[src/rtl/ivec_field_unit.sv]
module ivec_field_unit (
  input  logic       clk,
  input  logic       rst_n,
  input  logic       bank_sel_i,
  input  logic [7:0] left_addr_i,
  input  logic [7:0] right_addr_i,
  input  logic [2:0] lsb_pos_i,
  input  logic [2:0] len_code_i,
  input  logic       cap_en_i,
  input  logic [7:0] port_rd_data_i,
  input  logic       wr_en_i,
  input  logic [7:0] wr_value_i,
  output logic [7:0] field_o,
  output logic [8:0] port_rd_addr_o,
  output logic [8:0] port_wr_addr_o,
  output logic [7:0] port_wr_data_o,
  output logic       port_wr_o
);

  logic [7:0] latch_q;
  logic [2:0] amt;
  logic [7:0] fmask;
  logic [7:0] rot1, rot2, rot3;
  logic [7:0] wval, wmask;
  logic [8:0] sel_addr;

  assign amt   = ~lsb_pos_i;
  assign fmask = (len_code_i == 3'd0) ? 8'hFF : ((8'd1 << len_code_i) - 8'd1);

  assign rot1 = amt[0] ? {latch_q[0],   latch_q[7:1]} : latch_q;
  assign rot2 = amt[1] ? {rot1[1:0],    rot1[7:2]}    : rot1;
  assign rot3 = amt[2] ? {rot2[3:0],    rot2[7:4]}    : rot2;

  assign field_o = rot3 & fmask;

  assign wval  = wr_value_i << amt;
  assign wmask = fmask << amt;

  assign sel_addr       = bank_sel_i ? {1'b1, right_addr_i} : {1'b0, left_addr_i};
  assign port_rd_addr_o = sel_addr;

  always_ff @(posedge clk or negedge rst_n) begin
    if (!rst_n) begin
      latch_q        <= 8'h00;
      port_wr_o      <= 1'b0;
      port_wr_addr_o <= 9'h000;
      port_wr_data_o <= 8'h00;
    end else begin
      port_wr_o <= wr_en_i;
      if (wr_en_i) begin
        latch_q        <= (latch_q & ~wmask) | (wval & wmask);
        port_wr_addr_o <= sel_addr;
        port_wr_data_o <= wval;
      end else if (cap_en_i) begin
        latch_q <= port_rd_data_i;
      end
    end
  end

endmodule

[config.mk]
export PLATFORM = sky130hd
export DESIGN_NAME = ivec_field_unit
export DESIGN_NICKNAME = d
export VERILOG_FILES = /design/src/rtl/ivec_field_unit.sv
export SDC_FILE = /design/constraint.sdc
export NUM_CORES = 1
export LEC_CHECK = 0
export BUFFER_PORTS_ARGS = -buffer_cell sky130_fd_sc_hd__buf_2
export CORE_ASPECT_RATIO = 0.8
export CORE_MARGIN = 2
export CORE_UTILIZATION = 49
export CTS_CLUSTER_DIAMETER = 60
export CTS_CLUSTER_SIZE = 12
export DETAILED_ROUTE_END_ITERATION = 12
export PLACE_DENSITY = 0.8
export SYNTH_ARGS = -nofsm -noshare
export SYNTH_HDL_FRONTEND = slang
export SYNTH_SLANG_ARGS = --single-unit
[constraint.sdc]
create_clock -name clk -period 1.2 [get_ports clk]
set_input_delay 0.06 -clock clk [delete_from_list [all_inputs] [get_ports clk]]
set_output_delay 0.06 -clock clk [all_outputs]
set_load 0.01 [all_outputs]
==> metrics.cfg, run 1 <==
[timing]
finalClockSkew_ns = 0
slew_headroom_pct = 61.5
whs_ns = 0.0559
setup_viol = 11
post-route-period-util_pct = 135
hold_viol_final = 0
setup_ws_ns = -0.425
min_period_ns = 1.62
rsz0062_at_grt = true
fmax_ghz = 0.615
slew_violations = 0
finalSetupTns_ns = -2.72
worstMarginPinSlew_ns = 0.577

[routing]
avgRoutedWirePerCell_um = 15.7
avgViaCountPerCell = 5.68
wirelength_um = 6560
drt_first_pass_iters = 5
antenna_left = 0
drc_errors = 0
num_vias = 2381
dr.first_iter.drc_count = 214

[yosys]
synth_edf_count = 0
syn_nets = 294
syn_area_um2 = 2050
synth_cell_types = 48
avgSynthCellArea_um2 = 8.15
synth_warnings = 0
ys_ff_latch = 26
syn_inst = 251
ys_async_sr_fraction_pct = 100
ys.flop_type = dfrtp_1
yosysSeqAreaShare_pct = 31.8

[placement]
dp.final_hpwl_um = 4890
globalplace.congestion = 0.952
portBuffers = 77
placed_cell_area_um2 = 2780
pre_cts_ws_ns = -0.279

[job]
drv_cap = 0

[clocking]
clk_latency_ns = 0.26
clockBufferDepth = 2
cts_made_buffers = 3
htree_levels = 1
clkSlewWorstSetupHoldPaths_ns = 0.09
clock_sinks = 26
cts_tree = yes
cts_root_buf = clkbuf_8

[power]
leakage_nw = 1.47
powerDensity_nw_per_um2 = 956
ir_drop_mv = 0.687

[global_route]
grt_antenna_before_repair = 0
grt_pass1_wl_um = 9420
grt_pass1_vias = 1937
grt_overflow = 0
gr-usage-all-layers_pct = 25.2
grt_start_max_net_pins = 29

[floorplan]
dieWidth_um = 76.2
start_util_pct = 52.4
core_area_um2 = 3900
io_pins = 78
die_area_um2 = 4710
num_rows = 20
fp.dieH_um = 61.8

[setup_path]
worstPathArrival_ns = 1.56
critical_path_class = flop to output port
critPathCaptureType = output port
cp_max_fo = 3
crit_path_start_kind = flop
crit_required_ns = 1.14

[finish]
final_area_um2 = 2940
final_common_cell = buf_2
area_growth_pct = 43.5
fillers = 306
n_antenna_cell = 0
drive_above_1_share_pct = 46.4
layout.nets = 408
final_cell_mix = buf_2, buf_4, nor2_1, dfrtp_1, nand2_1

[min_path]
hp-class = primary input to flop

[run_status]
violations = setup timing
status = complete, but fails checks

cells by family after synthesis:
family,after synthesis,share of synthesized area (%)
mux,35,18.2
compound gates,60,20.2
xor+xnor,1,0.428
flops,26,31.8
simple gates,99,21.7
buf+inv,30,7.65
area by class of cell:
cell class | instances | area [µm²] | area share [%]
clock buffers | 4 | 55.1 | 1.87
inverters | 10 | 40.0 | 1.36
multi-input cells | 195 | 1330 | 45.3
flip-flops and latches | 26 | 651 | 22.2
well taps | 55 | 68.8 | 2.34
repair buffers | 129 | 791 | 26.9
per-layer routing:
metal  track usage [%]  up-vias  routed length [µm]
met5                 0        -                   0
met1              34.6     1105                2810
li1                  -     1123                   -
met3              4.91       16                 571
met4              3.12        0                  90
met2              43.7      137                3090
critical path, cell delays in order (launching register included):
cell and delay (ns):
dfrtp_1 0.46, mux2i_1 0.15, nand2_1 0.11, o21ai_2 0.06, buf_4 0.14, a221oi_2 0.21, buf_2 0.17
worst paths after layout:
kind	startpoint	endpoint	cells past startpoint	slack, ns
setup / recovery	flop	field_o[6]	6	-0.42
hold reg to reg	port_wr_data_o[2]	port_wr_data_o[2]	1	0.50
hold / removal	port_rd_data_i[3]	flop	3	0.06
min in group asynchronous	rst_n	port_wr_addr_o[5]	2	0.31
max in group asynchronous	rst_n	port_wr_addr_o[4]	2	0.50
setup reg to reg	flop	flop	5	-0.03
timing repair:
action                     4_1_cts  5_1_grt
pin swaps                        3        5
hold endpoints to repair        26        0
setup buffers                    0        1
setup endpoints to repair        8       14
hold buffers                     1        0
gates resized for setup          8       19
cells in the mapped netlist, types with 2 or more instances:
master | count | area, µm²
nand2b_1 | 3 | 18.8
o211ai_1 | 2 | 15.0
buf_2 | 8 | 40.0
and2_1 | 2 | 12.5
a221oi_1 | 5 | 43.8
a31oi_1 | 5 | 31.3
o311ai_0 | 2 | 17.5
nand3_1 | 4 | 20.0
and3_1 | 2 | 12.5
dfrtp_1 | 26 | 651
nor4_1 | 2 | 12.5
o21ai_0 | 13 | 65.1
a21o_1 | 2 | 15.0
nand4_1 | 2 | 12.5
clkbuf_1 | 7 | 26.3
a211oi_1 | 5 | 37.5
nor2_1 | 45 | 169
inv_1 | 7 | 26.3
a311oi_1 | 2 | 17.5
buf_4 | 2 | 15.0
a21oi_1 | 12 | 60.1
nor3_1 | 4 | 20.0
buf_6 | 2 | 22.5
nor2b_1 | 6 | 37.5
mux2_2 | 17 | 191
nand2_1 | 25 | 93.8
clkinv_1 | 2 | 7.51
mux2i_1 | 17 | 170
power breakdown:
group / switching, W / leakage [nW] / internal [W]
clock: 0.000260 / 0.0288 / 0.000293
sequential: 0.0000873 / 0.306 / 0.000978
combinational: 0.000608 / 1.14 / 0.000581
per-stage QoR:
step | util [%] | total power (W) | cells
2_1_floorplan | - | 0.00166 | 251
6_report | 75.2 | 0.00281 | 419
3_3_place_gp | 71.1 | 0.00211 | 413
3_5_place_dp | 71.1 | 0.00214 | 413
4_1_cts | 73.2 | 0.00271 | 418
5_1_grt | 75.2 | 0.00296 | 419
Note: power is estimated with default switching activity, not from simulation.
==> inputs of run 2 (changes only) <==
- MAX_ROUTING_LAYER: default -> met4
==> metrics.cfg, run 2 (synthesis results as in run 1) <==
[routing]
num_vias = 2332  ; was 2,381
dr.first_iter.drc_count = 191  ; was 214
antenna_left = 0  ; unchanged
wirelength_um = 6380  ; was 6560 µm
avgRoutedWirePerCell_um = 15.2  ; was 15.7 µm
drc_errors = 0  ; unchanged
drt_first_pass_iters = 5  ; unchanged
avgViaCountPerCell = 5.57  ; was 5.68

[floorplan]
io_pins = 78  ; unchanged
die_area_um2 = 4710  ; unchanged
dieWidth_um = 76.2  ; unchanged
start_util_pct = 52.4  ; unchanged
num_rows = 20  ; unchanged
core_area_um2 = 3900  ; unchanged
fp.dieH_um = 61.8  ; unchanged

[power]
internal_power_w = 0.00180  ; was 0.00185 W
powerDensity_nw_per_um2 = 931  ; was 956 nW/µm²
finalPower_w = 0.00274  ; was 0.00281 W
power.share.sequential_pct = 38.5  ; was 37.9%
combPwrFrac_pct = 44.0  ; was 42.3%
p_sw_w = 0.000943  ; was 0.000955 W
ir_drop_mv = 0.835  ; was 0.687 mV
leakage_nw = 1.47  ; about the same
p_sw_share_pct = 34.4  ; was 34.0%
power.share.clock_pct = 17.5  ; was 19.7%

[finish]
final_area_um2 = 2940  ; about the same
layoutNonFillerInstCount = 419  ; unchanged
final_common_cell = buf_2  ; unchanged
area_growth_pct = 43.7  ; was 43.5%
layout.nets = 409  ; was 408
n_antenna_cell = 0  ; unchanged
drive_above_1_share_pct = 47.5  ; was 46.4%
final_cell_mix = buf_2, buf_4, nor2_1, dfrtp_1, nand2_1  ; unchanged

[placement]
portBuffers = 77  ; unchanged
dp.cells = 412  ; was 413
placed_cell_area_um2 = 2770  ; was 2780 µm²
dp.final_hpwl_um = 4760  ; was 4890 µm
pre_cts_ws_ns = -0.296  ; was -0.279 ns
globalplace.congestion = 0.917  ; was 0.952

[setup_path]
slowest_stage = dfrtp_1  ; unchanged
cpLargestDelayFamily = flip-flops  ; unchanged
critical_path_class = flop to output port  ; unchanged
worstPathArrival_ns = 1.53  ; was 1.56 ns
max_stage_delay_ns = 0.43  ; was 0.46 ns
cp_max_fo = 3  ; unchanged
crit_required_ns = 1.14  ; about the same
critPathCaptureType = output port  ; unchanged
crit_path_start_kind = flop  ; unchanged
crit_chain = mux2_4 > o21ai_2 > nor2b_2 > a221oi_2 > buf_2  ; was mux2i_1 > nand2_1 > o21ai_2 > buf_4 > a221oi_2 > buf_2
critPathBufInv = 1  ; was 2
r2r_setup_slack_ns = 0.04  ; was -0.03 ns
r2r_cells = 5  ; unchanged

[global_route]
grt_start_max_net_pins = 29  ; unchanged
grt_pass1_wl_um = 9390  ; was 9420 µm
grt_antenna_before_repair = 0  ; unchanged
grt_overflow = 0  ; unchanged
grt_pass1_vias = 1972  ; was 1,937
gr-usage-all-layers_pct = 26.1  ; was 25.2%

[timing]
setup_ws_ns = -0.389  ; was -0.425 ns
slew_headroom_pct = 62.8  ; was 61.5%
post-route-period-util_pct = 132  ; was 135%
hold_viol_final = 0  ; unchanged
finalClockSkew_ns = 0  ; unchanged
min_period_ns = 1.59  ; was 1.62 ns
fmax_ghz = 0.629  ; was 0.615 GHz
slew_violations = 0  ; unchanged
setup_viol = 8  ; was 11
rsz0062_at_grt = true  ; unchanged
worstMarginPinSlew_ns = 0.558  ; was 0.577 ns

[clocking]
clk_latency_ns = 0.26  ; about the same
cts_tree = yes  ; unchanged
htree_levels = 1  ; unchanged
cts_root_buf = clkbuf_8  ; unchanged
clkSlewWorstSetupHoldPaths_ns = 0.08  ; was 0.09 ns
clock_sinks = 26  ; unchanged
cts_made_buffers = 3  ; unchanged
clockBufferDepth = 2  ; unchanged

[job]
drv_cap = 0  ; unchanged

[min_path]
hp-class = primary input to flop  ; unchanged
hold_start = port_rd_data_i[2]  ; was port_rd_data_i[3]
whs_path_depth = 3  ; unchanged

[run_status]
violations = setup timing  ; unchanged
status = complete, but fails checks  ; unchanged

[run 2: worst max path at each step]
stage / start / endpoint / slack, ns / depth (start not counted)
after CTS: flop / field_o[1] / -0.32 / 7
after floorplan: lsb_pos_i[2] / flop / -0.03 / 6
final: flop / field_o[6] / -0.39 / 5
after global routing: flop / field_o[6] / -0.44 / 6
after detailed placement: lsb_pos_i[1] / flop / -0.30 / 7
after global placement: lsb_pos_i[1] / flop / -0.20 / 7
[run 2: layout make-up]
type / count / area (µm²)
multi-input cells: 195 / 1350
fillers: 302 / 963
repair buffers: 130 / 796
flip-flops and latches: 26 / 651
well taps: 55 / 68.8
clock buffers: 3 / 41.3
inverters: 10 / 37.5
[run 2: metrics by stage]
step	hold WS, ns	TNS [ns]	utilization, %
finish	0.0743	-2.62	75.3
global route	0.0723	-3.21	75.3
CTS	0.0785	-2.31	73.2
detailed placement	0.0797	-3.29	70.9
global placement	0.0837	-2.59	70.9
floorplan	-0.236	-0.0616	-
[run 2: layer usage]
metal / vias up / global-route usage [%] / routed length [µm]
li1: 1121 / - / -
met1: 1103 / 35.1 / 2800
met2: 100 / 41.7 / 3040
met3: 8 / 5.78 / 498
met4: 0 / 4.42 / 41
met5: - / - / 0
[run 2: tightest hold or removal path, cell delays in order]
cell,delay [ns]
buf_2,0.09
a31oi_1,0.07
o211ai_1,0.08
[run 2: timing repair]
action | in CTS | in global routing
hold buffers | 1 | 0
cloned | 0 | 0
endpoints found under the setup margin | 9 | 12
hold endpoints to repair | 26 | 0
resized for setup | 11 | 20
setup buffers | 1 | 2
pin swaps | 5 | 4
[run 2: power groups by stage]
stage                     registers (W)  logic (W)  clock network [W]
after global routing            0.00107    0.00130           0.000522
after global placement          0.00106    0.00104                  0
final                           0.00105    0.00121           0.000478
after detailed placement        0.00106    0.00106                  0
after floorplan                 0.00108   0.000577                  0
after CTS                       0.00105    0.00112           0.000478
